File: src/rtl/dor_pkg.sv
package dor_pkg;
    localparam int NUM_PORTS = 5;
    localparam int P_WEST    = 0;
    localparam int P_EAST    = 1;
    localparam int P_SOUTH   = 2;
    localparam int P_NORTH   = 3;
    localparam int P_LOCAL   = 4;
    localparam int NUM_DIMS  = 2;
    localparam int DIM_X     = 0;
    localparam int DIM_Y     = 1;

    typedef struct packed {
        logic                 valid;
        logic [NUM_PORTS-1:0] port;
        logic                 vc;
    } route_state_t;
endpackage

File: src/rtl/dor_axis_step.sv
module dor_axis_step #(
    parameter int W     = 4,
    parameter int RADIX = 16
) (
    input  logic [W-1:0] loc,
    input  logic [W-1:0] dst,
    input  logic         torus,
    output logic         move,
    output logic         pos,
    output logic         wrap
);
    localparam logic [W:0]   RAD_V   = (W+1)'(RADIX);
    localparam logic [W-1:0] LAST_IX = W'(RADIX - 1);

    logic [W:0] fwd;
    logic [W:0] back;

    always_comb begin
        if (dst >= loc) begin
            fwd = {1'b0, dst} - {1'b0, loc};
        end else begin
            fwd = {1'b0, dst} + RAD_V - {1'b0, loc};
        end
        back = RAD_V - fwd;
        move = (dst != loc);
        if (torus) begin
            pos  = (fwd <= back);
            wrap = move && (pos ? (loc == LAST_IX) : (loc == '0));
        end else begin
            pos  = (dst > loc);
            wrap = 1'b0;
        end
    end
endmodule

File: src/rtl/dor_vc_pick.sv
module dor_vc_pick (
    input  logic torus,
    input  logic x_move,
    input  logic y_move,
    input  logic x_wrap,
    input  logic y_wrap,
    input  logic in_x_hop,
    input  logic in_vc,
    output logic vc
);
    always_comb begin
        vc = 1'b0;
        if (torus) begin
            if (x_move) begin
                vc = x_wrap | (in_x_hop & in_vc);
            end else if (y_move) begin
                vc = y_wrap | (~in_x_hop & in_vc);
            end
        end
    end
endmodule

File: src/rtl/dor_route_unit.sv
module dor_route_unit
    import dor_pkg::*;
#(
    parameter int COORD_W = 4,
    parameter int RADIX_X = 16,
    parameter int RADIX_Y = 16
) (
    input  logic                 clk,
    input  logic                 rst_n,
    input  logic                 hdr_valid,
    input  logic [COORD_W-1:0]   dst_x,
    input  logic [COORD_W-1:0]   dst_y,
    input  logic [COORD_W-1:0]   node_x,
    input  logic [COORD_W-1:0]   node_y,
    input  logic                 torus_mode,
    input  logic                 in_x_hop,
    input  logic                 in_vc,
    output logic                 route_valid,
    output logic [NUM_PORTS-1:0] route_port,
    output logic                 route_vc
);
    logic [NUM_DIMS-1:0][COORD_W-1:0] loc_a;
    logic [NUM_DIMS-1:0][COORD_W-1:0] dst_a;
    logic [NUM_DIMS-1:0]              move_a;
    logic [NUM_DIMS-1:0]              pos_a;
    logic [NUM_DIMS-1:0]              wrap_a;
    logic                             vc_pick;

    assign loc_a[DIM_X] = node_x;
    assign loc_a[DIM_Y] = node_y;
    assign dst_a[DIM_X] = dst_x;
    assign dst_a[DIM_Y] = dst_y;

    for (genvar g = 0; g < NUM_DIMS; g++) begin : g_axis
        localparam int RAD = (g == DIM_X) ? RADIX_X : RADIX_Y;
        dor_axis_step #(
            .W     (COORD_W),
            .RADIX (RAD)
        ) u_axis (
            .loc   (loc_a[g]),
            .dst   (dst_a[g]),
            .torus (torus_mode),
            .move  (move_a[g]),
            .pos   (pos_a[g]),
            .wrap  (wrap_a[g])
        );
    end

    dor_vc_pick u_vc (
        .torus    (torus_mode),
        .x_move   (move_a[DIM_X]),
        .y_move   (move_a[DIM_Y]),
        .x_wrap   (wrap_a[DIM_X]),
        .y_wrap   (wrap_a[DIM_Y]),
        .in_x_hop (in_x_hop),
        .in_vc    (in_vc),
        .vc       (vc_pick)
    );

    route_state_t st_d;
    route_state_t st_q;

    always_comb begin
        st_d       = '0;
        st_d.valid = hdr_valid;
        if (hdr_valid) begin
            if (move_a[DIM_X]) begin
                st_d.port[pos_a[DIM_X] ? P_EAST : P_WEST] = 1'b1;
            end else if (move_a[DIM_Y]) begin
                st_d.port[pos_a[DIM_Y] ? P_NORTH : P_SOUTH] = 1'b1;
            end else begin
                st_d.port[P_LOCAL] = 1'b1;
            end
            st_d.vc = vc_pick;
        end
    end

    always_ff @(posedge clk) begin
        if (!rst_n) begin
            st_q <= '0;
        end else begin
            st_q <= st_d;
        end
    end

    assign route_valid = st_q.valid;
    assign route_port  = st_q.port;
    assign route_vc    = st_q.vc;
endmodule

File: config.mk
export PLATFORM = sky130hd
export DESIGN_NAME = dor_route_unit
export DESIGN_NICKNAME = d
export VERILOG_FILES = /design/src/rtl/dor_pkg.sv /design/src/rtl/dor_axis_step.sv /design/src/rtl/dor_vc_pick.sv /design/src/rtl/dor_route_unit.sv
export SDC_FILE = /design/constraint.sdc
export NUM_CORES = 1
export LEC_CHECK = 0
export ABC_AREA = 0
export BUFFER_PORTS_ARGS = -buffer_cell sky130_fd_sc_hd__buf_4
export CAP_MARGIN = 10
export CORE_MARGIN = 4
export CORE_UTILIZATION = 33
export DETAILED_ROUTE_END_ITERATION = 10
export GPL_TIMING_DRIVEN = 0
export SLEW_MARGIN = 20
export SYNTH_ARGS = -nofsm -noshare
export SYNTH_HDL_FRONTEND = slang
export SYNTH_HIERARCHICAL = 1
export SYNTH_SLANG_ARGS = --single-unit
File: constraint.sdc
create_clock -name clk -period 3.64 [get_ports clk]
set_clock_uncertainty 0.15 [all_clocks]
set_input_delay 0.546 -clock clk [delete_from_list [all_inputs] [get_ports clk]]
set_output_delay 0.546 -clock clk [all_outputs]
set_load 0.02 [all_outputs]
==> flow_summary.toml <==
[clocking]
cts_setup_buffers = 0
htree_levels = 1
cts-hold-fix-buffers = 0
cts.repair.resized = 0
clock_sinks = 7
cts_buffer_depth = 2
cts_tree = "done"
cts-root-buf = "clkbuf_4"
cts.clk_slew.worst_paths_ns = 0.05
numCtsBuffers = 3

[setup_path]
cpPeakStageDelay_ns = 0.40
critPathCaptureType = "flip-flop"
critPathSlowestCell = "fa_1"
path_cells = "buf_4, ha_1, inv_1, fa_1, nand2b_1, nand2b_1, ha_1, mux2i_1, nor2_1, a211oi_2, mux2i_1, a21oi_2, o32ai_2, and3_2"
crit_type = "in2reg"
startpoint_type = "primary input"
worst_ep_required_time_ns = 3.68
cp.arrival_ns = 3.36
crit_buf_inv = 2
cp_max_fo = 4
crit_family = "adder cells"

[job]
drv_cap = 0

[global_route]
grt_pass1_wl_um = 2760
grtUsageTotal_pct = 10.1
grt_antenna_before_repair = 0
overflow = 0
grt_max_degree = 11
first_global_vias = 716

[logic_synthesis]
synth_fp_nets = 127
synth_top_family_by_area = "simple AND/OR/NAND/NOR gates"
yosys.area_share.simple_pct = 31.7
synth.area.mux_share_pct = 8.46
ys_types = 33
synth-async-reset-ratio_pct = 0
synth_compound_area_share_pct = 14.5
yosys_warnings = 6
synth-seq-area-share_pct = 16.9
synthAdderAreaFrac_pct = 19.9
ys_ff_latch = 7
syn_area_per_cell_um2 = 8.91
synth_edf_count = 0
netlist_instances = 93
syn_area_um2 = 828
synth_flop_cell = "dfxtp_1"
synth-xor-area-share_pct = 2.11

[run_status]
run_status = "complete, no violations"

[floorplan]
dieHeight_um = 58.1
rows = 17
core_area_um2 = 2300
die_width_um = 58.1
io_pins = 29
start_util_pct = 36.1
die_area_um2 = 3380

[power_and_ir_drop]
p_leak_uw = 0.000541
power.switching_uw = 107
clockPowerShare_pct = 20.5
vdd_drop_max_uv = 138
power_density_nw_per_um2 = 292
switching_share_pct = 33.3
intPower_uw = 214
comb_power_share_pct = 54.3
seqPwrFrac_pct = 25.2

[timing]
max_freq_mhz = 301
setup_tns_ns = 0
drv_slew = 0
rsz0062_at_grt = "no"
hold_ws_ns = 0.416
finalHoldViolCount = 0
setup_viol = 0
period_needed_ns = 3.32
fin_crit_sh_pct = 91.2
tightest_slew_ns = 0.415
slew-limit-headroom_pct = 72.2

[route]
drt_iter0_markers = 9
drc = 0
routedWlPerCell_um = 10.7
wl_um = 1640
drt-vias-per-instance = 4.87
dr.pass1.iters = 4
ant_nets = 0
vias = 745

[cells_and_area]
drive_above_1_share_pct = 38.4
area_growth_pct = 32.8
seqCellArea_um2 = 140
nets = 160
fillers = 231
num_antenna_cells = 0
multiInputGateArea_um2 = 636
final_util_pct = 47.9

[min_path]
worstHoldPathType = "in2reg"

[placed_design]
hpwl_um = 1470
place.gp.congestion = 0.716
numPortBuffers = 28
-- cell type report --
class / count / share of cell area (%)
tap: 28 / 3.19
clock buffer: 4 / 2.39
timing repair buffer: 28 / 19.1
inverter: 14 / 4.78
sequential: 7 / 12.7
multi-input combinational: 72 / 57.8
-- routing by layer --
layer  wire, um  vias up  track usage [%]
met5          0        -                0
met4          0        0             2.98
met3        104        0             1.56
met2        747       23             17.9
met1        786      328             12.4
li1           -      394                -
-- power groups by stage --
| stage | Sequential [uW] | Combinational [uW] | Clock (uW) |
|---|---|---|---|
| global placement | 82.6 | 171 | 0 |
| CTS | 81.1 | 176 | 68.7 |
| floorplan | 86.9 | 126 | 0 |
| detailed placement | 82.6 | 175 | 0 |
| finish | 81.1 | 174 | 65.8 |
| global route | 81.2 | 193 | 73.5 |
-- worst paths after layout --
path	startpoint	to	slack [ns]	depth (start not counted)
setup / recovery	node_y[0]	route_vc	0.32	14
hold / removal	hdr_valid	route_valid	0.42	3
-- registers in the layout, summed over array words and instances (netlist names) --
signal	count
route_valid	1
route_vc	1
route_port	5
-- cells by family (layout without fill, tap and decap cells) --
| group | after synthesis | count (layout) |
|---|---|---|
| compound gates | 13 | 13 |
| xor+xnor | 2 | 2 |
| fa+ha+maj | 12 | 12 |
| buf+inv | 14 | 46 |
| flops | 7 | 7 |
| mux | 6 | 6 |
| simple gates | 39 | 39 |
-- stage by stage --
step	setup WS, ns	instance area (um^2)	cells	total power [uW]
after global placement	0.147	1070	149	254
final	0.320	1100	153	321
after detailed placement	0.0703	1070	149	258
after global routing	0.181	1100	153	347
after floorplan	0.453	828	93	213
after CTS	0.321	1100	153	326
-- Yosys cell counts (2+ instances only) --
cell type,number,area share [%]
a21oi_1,3,1.8
nor2_1,2,0.91
nand3b_1,3,2.7
o21a_1,2,1.8
or2_1,2,1.5
xnor2_1,2,2.1
nand2b_1,5,3.8
dfxtp_1,7,17
nand4_1,2,1.5
fa_1,2,4.8
nor4_1,2,1.5
inv_1,12,5.4
a211oi_2,4,6.0
mux2i_1,4,4.8
mux2_4,2,3.6
nand3_1,4,2.4
inv_2,2,0.91
and3b_1,2,2.1
nand2_1,4,1.8
ha_1,10,15
nor3_1,3,1.8
and3_2,2,1.8
a21boi_1,2,1.8
-- cell usage in the layout, fill, tap and decap left out, types with 2 or more instances in the layout --
cell type / n
and3_2: 2
o21a_1: 2
a21boi_1: 2
nor2_1: 2
dfxtp_1: 7
nor4_1: 2
a21oi_1: 3
mux2_4: 2
nand2b_1: 5
xnor2_1: 2
and3b_1: 2
nor3_1: 3
inv_1: 12
fa_1: 2
inv_2: 2
a211oi_2: 4
nand3b_1: 3
clkbuf_4: 3
or2_1: 2
ha_1: 10
nand3_1: 4
mux2i_1: 4
nand2_1: 4
nand4_1: 2
buf_4: 28
No activity file was read; power rests on OpenSTA's default activity.
